**config.mk**
```make
export PLATFORM = sky130hd
export DESIGN_NAME = cal_alarm_match
export DESIGN_NICKNAME = d
export VERILOG_FILES = /design/src/rtl/cal_alarm_pkg.sv /design/src/rtl/cal_alarm_field.sv /design/src/rtl/cal_alarm_reduce.sv /design/src/rtl/cal_alarm_flag.sv /design/src/rtl/cal_alarm_match.sv
export SDC_FILE = /design/constraint.sdc
export NUM_CORES = 1
export LEC_CHECK = 0
export BUFFER_PORTS_ARGS = -buffer_cell sky130_fd_sc_hd__buf_2
export CORE_MARGIN = 5
export CORE_UTILIZATION = 27
export CTS_BUF_LIST = sky130_fd_sc_hd__clkbuf_4 sky130_fd_sc_hd__clkbuf_8
export DETAILED_ROUTE_END_ITERATION = 7
export HOLD_SLACK_MARGIN = 0.05
export PLACE_DENSITY = 0.78
export SYNTH_ARGS = -nofsm -noshare
export SYNTH_HDL_FRONTEND = slang
export SYNTH_HIERARCHICAL = 1
export SYNTH_SLANG_ARGS = --single-unit
```
**constraint.sdc**
```tcl
create_clock -name clk -period 0.8 [get_ports clk]
set_clock_uncertainty 0.05 [all_clocks]
set_input_delay 0.08 -clock clk [delete_from_list [all_inputs] [get_ports clk]]
set_output_delay 0.08 -clock clk [all_outputs]
set_load 0.01 [all_outputs]
```
**src/rtl/cal_alarm_pkg.sv**
```systemverilog
package cal_alarm_pkg;

   // number of compared calendar fields
   localparam int unsigned NUM_FIELDS = 5;

   typedef enum logic [2:0] {
      FLD_SEC  = 3'd0,
      FLD_MIN  = 3'd1,
      FLD_HOUR = 3'd2,
      FLD_DATE = 3'd3,
      FLD_WDAY = 3'd4
   } field_e;

   // value bits of each field (enable bit and unused bits excluded)
   localparam logic [7:0] MASK_SEC    = 8'h7F;
   localparam logic [7:0] MASK_MIN    = 8'h7F;
   localparam logic [7:0] MASK_HR24   = 8'h3F;   // tens 5:4, units 3:0
   localparam logic [7:0] PM_BIT      = 8'h20;
   localparam logic [7:0] MASK_HR12D  = 8'h1F;   // tens 4, units 3:0
   localparam logic [7:0] MASK_DATE   = 8'h3F;
   localparam logic [7:0] MASK_WDAY   = 8'h07;

   function automatic logic [7:0] mask_24h(input int unsigned idx);
      case (idx)
         0:       return MASK_SEC;
         1:       return MASK_MIN;
         2:       return MASK_HR24;
         3:       return MASK_DATE;
         default: return MASK_WDAY;
      endcase
   endfunction

   function automatic logic [7:0] mask_12h(input int unsigned idx);
      if (idx == 2) return PM_BIT | MASK_HR12D;
      return mask_24h(idx);
   endfunction

endpackage

```
**src/rtl/cal_alarm_field.sv**
```systemverilog
// One field: decides whether the field takes part and whether it agrees.
module cal_alarm_field #(
   parameter int unsigned   DATA_W   = 8,
   parameter int unsigned   ENA_BIT  = DATA_W - 1,
   parameter logic [DATA_W-1:0] MASK_A = '1,   // mask with hour select 0
   parameter logic [DATA_W-1:0] MASK_B = '1    // mask with hour select 1
) (
   input  logic [DATA_W-1:0] cal_val,
   input  logic [DATA_W-1:0] alm_reg,
   input  logic              mode_b,
   output logic              active,
   output logic              agree
);

   localparam logic [DATA_W-1:0] ENA_MASK = DATA_W'(1) << ENA_BIT;

   if (ENA_BIT >= DATA_W) begin : g_bad_ena
      $error("cal_alarm_field: enable bit outside register");
   end
   if (((MASK_A | MASK_B) & ENA_MASK) != '0) begin : g_bad_mask
      $error("cal_alarm_field: value mask overlaps enable bit");
   end

   logic [DATA_W-1:0] sel_mask;
   logic [DATA_W-1:0] diff;

   // a variant without a mode dependency folds the mux away
   if (MASK_A == MASK_B) begin : g_fixed
      logic unused_mode;
      assign unused_mode = mode_b;
      assign sel_mask    = MASK_A;
   end else begin : g_moded
      assign sel_mask = mode_b ? MASK_B : MASK_A;
   end

   assign diff   = (cal_val ^ alm_reg) & sel_mask;
   assign active = ~alm_reg[ENA_BIT];
   assign agree  = (diff == '0);

endmodule

```
**src/rtl/cal_alarm_reduce.sv**
```systemverilog
// Combines per-field results: a match needs at least one active field
// and agreement on every active one.
module cal_alarm_reduce #(
   parameter int unsigned N = 5
) (
   input  logic [N-1:0] active,
   input  logic [N-1:0] agree,
   output logic         match
);

   if (N < 1) begin : g_bad_n
      $error("cal_alarm_reduce: needs at least one field");
   end

   logic [N-1:0] pass;

   for (genvar i = 0; i < N; i++) begin : g_pass
      assign pass[i] = agree[i] | ~active[i];
   end

   assign match = (|active) & (&pass);

endmodule

```
**src/rtl/cal_alarm_flag.sv**
```systemverilog
// Sticky flag with first-strobe set, clear-by-zero write and interrupt gate.
module cal_alarm_flag (
   input  logic clk,
   input  logic rst_n,
   input  logic chk_stb,
   input  logic match,
   input  logic wr,
   input  logic wdata,
   input  logic irq_en,
   output logic flag,
   output logic irq_n
);

   logic prev_match;
   logic set_evt;
   logic clr_evt;

   assign set_evt = chk_stb & match & ~prev_match;
   assign clr_evt = wr & ~wdata;

   always_ff @(posedge clk or negedge rst_n) begin
      if (!rst_n) begin
         prev_match <= 1'b0;
      end else if (chk_stb) begin
         prev_match <= match;
      end
   end

   always_ff @(posedge clk or negedge rst_n) begin
      if (!rst_n) begin
         flag <= 1'b0;
      end else if (set_evt) begin
         flag <= 1'b1;
      end else if (clr_evt) begin
         flag <= 1'b0;
      end
   end

   assign irq_n = ~(flag & irq_en);

endmodule

```
**src/rtl/cal_alarm_match.sv**
```systemverilog
module cal_alarm_match #(
   parameter int unsigned DATA_W  = 8,
   parameter int unsigned ENA_BIT = DATA_W - 1
) (
   input  logic              clk,
   input  logic              rst_n,
   input  logic [DATA_W-1:0] cal_sec_i,
   input  logic [DATA_W-1:0] cal_min_i,
   input  logic [DATA_W-1:0] cal_hour_i,
   input  logic [DATA_W-1:0] cal_date_i,
   input  logic [DATA_W-1:0] cal_wday_i,
   input  logic              chk_stb_i,
   input  logic [DATA_W-1:0] alm_sec_i,
   input  logic [DATA_W-1:0] alm_min_i,
   input  logic [DATA_W-1:0] alm_hour_i,
   input  logic [DATA_W-1:0] alm_date_i,
   input  logic [DATA_W-1:0] alm_wday_i,
   input  logic              irq_en_i,
   input  logic              hr12_i,
   input  logic              flag_wr_i,
   input  logic              flag_wdata_i,
   output logic              alarm_flag_o,
   output logic              irq_n_o
);
   import cal_alarm_pkg::*;

   localparam int unsigned NF = NUM_FIELDS;

   if (DATA_W < 8) begin : g_bad_width
      $error("cal_alarm_match: fields need at least 8 bits");
   end

   logic [DATA_W-1:0] cal_arr [NF];
   logic [DATA_W-1:0] alm_arr [NF];
   logic [NF-1:0]     fld_active;
   logic [NF-1:0]     fld_agree;
   logic              all_match;

   assign cal_arr[FLD_SEC]  = cal_sec_i;
   assign cal_arr[FLD_MIN]  = cal_min_i;
   assign cal_arr[FLD_HOUR] = cal_hour_i;
   assign cal_arr[FLD_DATE] = cal_date_i;
   assign cal_arr[FLD_WDAY] = cal_wday_i;

   assign alm_arr[FLD_SEC]  = alm_sec_i;
   assign alm_arr[FLD_MIN]  = alm_min_i;
   assign alm_arr[FLD_HOUR] = alm_hour_i;
   assign alm_arr[FLD_DATE] = alm_date_i;
   assign alm_arr[FLD_WDAY] = alm_wday_i;

   for (genvar f = 0; f < NF; f++) begin : g_field
      cal_alarm_field #(
         .DATA_W  (DATA_W),
         .ENA_BIT (ENA_BIT),
         .MASK_A  (DATA_W'(mask_24h(f))),
         .MASK_B  (DATA_W'(mask_12h(f)))
      ) u_field (
         .cal_val (cal_arr[f]),
         .alm_reg (alm_arr[f]),
         .mode_b  (hr12_i),
         .active  (fld_active[f]),
         .agree   (fld_agree[f])
      );
   end

   cal_alarm_reduce #(
      .N (NF)
   ) u_reduce (
      .active (fld_active),
      .agree  (fld_agree),
      .match  (all_match)
   );

   cal_alarm_flag u_flag (
      .clk     (clk),
      .rst_n   (rst_n),
      .chk_stb (chk_stb_i),
      .match   (all_match),
      .wr      (flag_wr_i),
      .wdata   (flag_wdata_i),
      .irq_en  (irq_en_i),
      .flag    (alarm_flag_o),
      .irq_n   (irq_n_o)
   );

endmodule

```
**After elaboration in Yosys (flattened, before gate mapping)**

Cells that the tools add are included.

- Output and inout port bits: 2
- Word-level logic and storage cells: 35
- Input port bits: 87
- Bits in registers: 2

- Mux-type cells: 2
- Reductions and logical operators: 8
- Bitwise gates (word level): 23

Operators with widths:

| cell | count |
|---|---|
| $logic_not A8 Y1 | 5 |
| $xor A7 B7 Y7 | 2 |
| $xor A6 B6 Y6 | 2 |
| $not A1 Y1 | 8 |
| $and A1 B1 Y1 | 5 |
| $or A1 B1 Y1 | 5 |
| $reduce_and A5 Y1 | 1 |
| $reduce_or A5 Y1 | 1 |
| $xor A3 B3 Y3 | 1 |
| $mux W1 | 2 |
| $reduce_bool A2 Y1 | 1 |

**Depth between registers and ports, before layout**

Gate-level depths: netlist of the first run.

- Depth after elaboration: 8
- Gate-level depth with buffers: 8
- Gate-level depth less buffers: 8

**Modules after synthesis**

The synthesis of the first run kept the hierarchy.

By module, submodules not included:

| module | area an instance (sq um) | instances | sequential area each (sq um) | cells an instance |
|---|---|---|---|---|
| cal_alarm_field at g_field[0].u_field ... | 83.8 | 2 | 0.0 | 10 |
| cal_alarm_field at g_field[2].u_field ... | 72.6 | 2 | 0.0 | 9 |
| cal_alarm_flag | 95.1 | 1 | 50.0 | 8 |
| cal_alarm_reduce | 52.6 | 1 | 0.0 | 10 |
| cal_alarm_field at g_field[4].u_field | 40.0 | 1 | 0.0 | 5 |

**Least setup slack after synthesis of the first run**

Ideal clock, no wire load.

- Path kind: input port to flip-flop
- Start point: input alm_hour_i[4]
- End point: register u_flag.flag
- Arrival: 996 ps
- Required time: 675 ps
- Setup time: 75 ps
- Stages: 8
- Path buffers: 0
- Slack: -321 ps
- Cell sequence: xnor2_1 nand4_1 nor3_2 nand2b_1 o221ai_1 nor3_1 nand2_1 o2bb2ai_2

- Word-level cells in the longest chain between the ends: 8
- Elaborated cells on any way between the ends: 9
- Those cells by class: mux (1); bitwise (5); reduce/logical (3)

RTL lines:

| item | RTL line | RTL |
|---|---|---|
| from (decl) | cal_alarm_match.sv:15 | `input logic [DATA_W-1:0] alm_hour_i,` |
| $xor A6 B6 Y6 * | cal_alarm_field.sv:36 | `assign diff = (cal_val ^ alm_reg) & sel_mask;` |
| $logic_not A8 Y1 * | cal_alarm_field.sv:38 | `assign agree = (diff == '0);` |
| via fld_agree[2] | cal_alarm_match.sv:36 | `logic [NF-1:0] fld_agree;` |
| $or A1 B1 Y1 * | cal_alarm_reduce.sv:18 | `assign pass[i] = agree[i] \| ~active[i];` |
| $reduce_and A5 Y1 * | cal_alarm_reduce.sv:21 | `assign match = (\|active) & (&pass);` |
| $and A1 B1 Y1 * | cal_alarm_reduce.sv:21 |  |
| via all_match | cal_alarm_match.sv:37 | `logic all_match;` |
| $and A1 B1 Y1 * (2 in a row) | cal_alarm_flag.sv:18 | `assign set_evt = chk_stb & match & ~prev_match;` |
| $mux W1 or $reduce_bool A2 Y1 (tied branches) | n/a |  |
| to (signal assigned) | cal_alarm_flag.sv:31 | `flag <= 1'b0;` |
| to (signal assigned) | cal_alarm_flag.sv:33 | `flag <= 1'b1;` |
| to (signal assigned) | cal_alarm_flag.sv:35 | `flag <= 1'b0;` |
| to (decl) | cal_alarm_flag.sv:10 | `output logic flag,` |

The timed path passes the listed nets; every way through them passes the cells marked *.
A chain may end at the register's enable or synchronous reset.

**Worst setup path in the final report of the first run**

- Start point: input alm_hour_i[0]
- End point: register u_flag.flag

The elaborated chain is that of the path after synthesis.

==> results of run 1 <==
## cell families (layout without fill, tap and decap cells)
| group | Yosys count | after routing | share of synthesized area |
|---|---|---|---|
| compound gates | 4 | 4 | 0.0700 |
| xor+xnor | 29 | 29 | 0.507 |
| buf+inv | 10 | 87 | 0.0750 |
| flops | 2 | 2 | 0.100 |
| simple gates | 16 | 16 | 0.247 |
## worst min-delay path: cells and delay by family
family | cells | cell delay (ns)
buffers and inverters | 1 | 0.08
AOI/OAI and AO/OA | 1 | 0.07
and+or+nand+nor | 1 | 0.07
## report_power, final
part | switching [mW] | internal, mW
registers | 0.00330 | 0.106
clock network | 0.0593 | 0.166
logic | 0.165 | 0.271
total | 0.228 | 0.543
## flip-flops by register name, summed over array words and instances, names as in the netlist
name / flops
u_flag/flag: 1
u_flag/prev_match: 1
## layout make-up
class / count / area [um^2]
repair buffers: 74 / 423
inverters: 10 / 37.5
clock buffers: 3 / 22.5
well taps: 25 / 31.3
fillers: 171 / 719
flip-flops and latches: 2 / 50.0
multi-input cells: 49 / 462
## worst max-delay path by stage
| stage | to | cells after the start | from |
|---|---|---|---|
| 2_1_floorplan | u_flag/flag | 8 | alm_hour_i[4] |
| 3_3_place_gp | u_flag/flag | 9 | alm_hour_i[3] |
| 3_5_place_dp | u_flag/flag | 9 | alm_hour_i[4] |
| 4_1_cts | u_flag/flag | 9 | cal_hour_i[5] |
| 5_1_grt | u_flag/flag | 9 | cal_hour_i[5] |
| 6_report | u_flag/flag | 9 | alm_hour_i[0] |
## what timing repair did
action,4_1_cts,5_1_grt
setup endpoints to repair,4,4
endpoints found under the hold margin,3,0
setup buffers,1,0
hold buffers,2,0
pin swaps,6,1
cloned,0,0
gates resized for setup,10,3
## cell usage after synthesis
library cell | instances | share of area
nor4_2 | 2 | 0.050
nor2_1 | 1 | 0.0075
nand2_1 | 2 | 0.015
or4_1 | 1 | 0.015
o2bb2ai_2 | 1 | 0.030
nor3_1 | 1 | 0.010
o221ai_1 | 1 | 0.018
o22ai_1 | 1 | 0.013
dfrtp_1 | 2 | 0.10
inv_1 | 10 | 0.075
nor3_2 | 3 | 0.060
xnor2_1 | 16 | 0.28
nand2b_1 | 1 | 0.013
o21ai_1 | 1 | 0.010
nand4_1 | 4 | 0.050
xor2_1 | 13 | 0.23
nand2b_4 | 1 | 0.027
## layer usage
layer | global-route usage | up-vias
met5 | 0 | -
met4 | 0.0851 | 0
met3 | 0.00845 | 0
met2 | 0.252 | 42
met1 | 0.121 | 289
li1 | - | 354
## through the flow
step	util	TNS, ns
2_1_floorplan	-	-0.536
3_3_place_gp	0.510	-0.892
3_5_place_dp	0.510	-1.00
4_1_cts	0.576	-0.660
5_1_grt	0.588	-1.04
6_report	0.588	-0.665
==> qor.yml, run 1 <==
outcome: "finished, violations left"
violations: "negative setup slack"
synth-seq-cells: 2
met3_length_um: 241
cp.required_ns: 0.90
rrSetupSlack_ns: 0
grt_overflow: 0
postSynthAreaPerCell_um2: 8.20
max_stage_delay_ns: 0.19
pre_cts_ws_ns: -0.535
vias: 685
wirelength_met1_um: 527
dp.final_hpwl_um: 1560
rr_endpoint: "u_flag/flag"
layout.nets: 227
root_buffer: "clkbuf_4"
placed_cells: 157
final_common_cell: "buf_2"
fin_crit_sh: 1.33
cpMostUsedCell: "nor3_2"
fin_area_um2: 1030
antenna_left: 0
grt_max_degree: 4
post-route-drc-count: 0
grt_pass1_wl_um: 2660
antenna_found_initial: 0
end_kind: "register"
synthCells: 61
core_area_um2: 1750
numPortBuffers: 70
gp_congestion: 0.582
r2r_start: "u_flag/flag"
top_layer: "met3"
drive_above_1_share: 0.645
vias_per_cell: 4.20
path_cells: "buf_6, xnor2_2, nand4_1, nor3_2, nand2b_4, o221ai_2, nor3_2, nand2_1, o2bb2ai_2"
wl_met2_um: 973
rsz0062_at_grt: "yes"
min_to: "u_flag/prev_match"
power_density_nw_per_um2: 752
cp-start-kind: "input port"
crit_family: "simple AND/OR/NAND/NOR gates"
totalPowerFinal_uw: 772
die_h_um: 53.1
worst-setup-path-type: "input port to register"
min_delay_path_depth: 3
fmax_mhz: 940
final_cells: 163
cts.reportedPaths.clkPinSlew_ns: 0.03
clockBufferDepth: 2
ios: 89
hold_violations: 0
routed_wl_um: 1740
grt_usage: 0.127
syn_to_final_growth_pct: 105
critical-path-slowest-cell: "nor3_2"
synth_area_um2: 500
wire_per_inst_um: 10.7
min_from: "chk_stb_i"
diodes: 0
placed_cell_area_um2: 890
start_util: 0.287
slew_violations: 0
rows: 15
cts_tree: "built"
synth_seq_area_share: 0.100
ir_drop_v: 0.000474
fin_ws_ns: -0.264
path_buf_inv: 1
grt_pass1_vias: 745
arrival_ns: 1.16
clkLatencyLatePin_ns: 0.22
slew_headroom: 0.856
fin_crit_ns: 1.06
hold_path.class: "input port to register"
p_leak_nw: 0.542
cts.sinks: 2
cts_max_level: 1
synth.distinct_cells: 17
first_pass_iters: 1
mostFrequentLayoutCells: "buf_2, xor2_1, xnor2_1"
die_x_um: 53.1
cp_max_fo: 2
rr_worst_depth: 2
tightest_slew_ns: 0.214
holdWs_ns: 0.0775
die_area_um2: 2810
cts_buffers: 3
setup_violations: 4
max_cap_violations: 0
syn_nets: 148
yosys_warnings: 6
drt_iter0_markers: 0
Power figures use the tool's default switching activity.
==> inputs of run 2 (changes only) <==
- PLACE_DENSITY: 0.78 -> 0.84
- SKIP_CTS_REPAIR_TIMING: not set -> 1
==> qor.yml, run 2 (synthesis gave the netlist of run 1 again) <==
antenna_found_initial: 0
cts_tree: "built"
final_cells: 163
fin_ws_ns: -0.292
end_kind: "register"
rrSetupSlack_ns: 0
cp-start-kind: "input port"
slew_violations: 0
max_stage_delay_ns: 0.18
core_area_um2: 1750
die_x_um: 53.1
slew_headroom: 0.844
outcome: "finished, violations left"
die_h_um: 53.1
cts.reportedPaths.clkPinSlew_ns: 0.03
routed_wl_um: 1830
post-route-drc-count: 0
r2r_start: "u_flag/flag"
diodes: 0
hold_violations: 0
hold_path.class: "input port to register"
numPortBuffers: 70
clockBufferDepth: 2
die_area_um2: 2810
ir_drop_v: 0.000290
cts_buffers: 3
rsz0062_at_grt: "yes"
grt_usage: 0.124
tightest_slew_ns: 0.233
critical-path-slowest-cell: "nor4_2"
rr_endpoint: "u_flag/flag"
worst-setup-path-type: "input port to register"
cp-endpoint: "u_flag/flag"
path_cells: "buf_2, xnor2_2, nand4_1, nor4_2, o22ai_1, nor3_2, nand2_1, o2bb2ai_2"
setup_violations: 4
syn_to_final_growth_pct: 101
placed_cells: 157
cp_max_fo: 2
start_util: 0.287
mostFrequentLayoutCells: "buf_2, xor2_1, xnor2_1"
cts.sinks: 2
largest_registers: "u_flag/flag (1), u_flag/prev_match (1)"
violations: "negative setup slack"
grt_overflow: 0
gp_congestion: 0.620
root_buffer: "clkbuf_4"
cp.required_ns: 0.90
vias: 702
antenna_left: 0
ios: 89
grt_pass1_wl_um: 2590
wire_per_inst_um: 11.2
pre_cts_ws_ns: -0.571
drt_iter0_markers: 3
p_leak_nw: 0.537
critPathLaunch: "alm_sec_i[5]"
power_density_nw_per_um2: 755
cts_max_level: 1
fin_crit_ns: 1.09
layout.nets: 227
fmax_mhz: 916
drive_above_1_share: 0.638
clkLatencyLatePin_ns: 0.22
dp.final_hpwl_um: 1690
grt_max_degree: 4
arrival_ns: 1.19
max_cap_violations: 0
vias_per_cell: 4.31
rows: 15
grt_pass1_vias: 755
final_common_cell: "buf_2"
fin_crit_sh: 1.36
first_pass_iters: 2
rr_worst_depth: 2
## run 2: cell count changes in the layout (fill, tap and decap cells not counted)
| cell | before | now |
|---|---|---|
| buf_6 | 6 | 4 |
| nand2b_1 | 0 | 1 |
| buf_2 | 64 | 66 |
| nand2b_4 | 2 | 1 |
## run 2: routing by layer
metal  track usage  vias up  wire, um
li1              -      354         -
met1        0.0921      301       503
met2         0.256       45      1030
met3        0.0535        2       272
met4        0.0638        0        19
met5             0        -         0
## run 2: layout make-up
| class | instances | area (um^2) |
|---|---|---|
| flip-flops and latches | 2 | 50.0 |
| well taps | 25 | 31.3 |
| repair buffers | 74 | 410 |
| inverters | 10 | 37.5 |
| clock buffers | 3 | 22.5 |
| multi-input cells | 49 | 454 |
| fillers | 168 | 739 |
## run 2: worst min path at each step
stage	start	end	slack, ns	depth (start not counted)
detailed placement	rst_n	u_flag/prev_match	-0.18	1
floorplan	rst_n	u_flag/flag	-0.27	0
CTS	rst_n	u_flag/flag	-0.42	1
global route	chk_stb_i	u_flag/prev_match	0.12	3
global placement	rst_n	u_flag/flag	-0.19	1
finish	chk_stb_i	u_flag/prev_match	0.11	3
## run 2: worst max-delay path, delay by kind of cell
family,cells,cell delay [ns]
xor+xnor,1,0.14
buf+inv,1,0.12
compound gates,2,0.27
simple gates,4,0.57
## run 2: power breakdown
group / internal, mW / switching (mW)
Combinational: 0.263 / 0.166
Sequential: 0.106 / 0.00351
Clock: 0.165 / 0.0555
Total: 0.535 / 0.225
## run 2: stage by stage
step | utilization | instance area, um^2 | hold slack, ns | power, mW | TNS (ns)
after floorplan | - | 500 | -0.266 | 0.278 | -0.536
after global placement | 0.510 | 890 | -0.185 | 0.475 | -0.890
after detailed placement | 0.510 | 890 | -0.180 | 0.495 | -1.09
after CTS | 0.523 | 912 | -0.417 | 0.726 | -0.903
after global routing | 0.576 | 1010 | 0.116 | 0.814 | -0.998
final | 0.576 | 1010 | 0.109 | 0.760 | -0.717
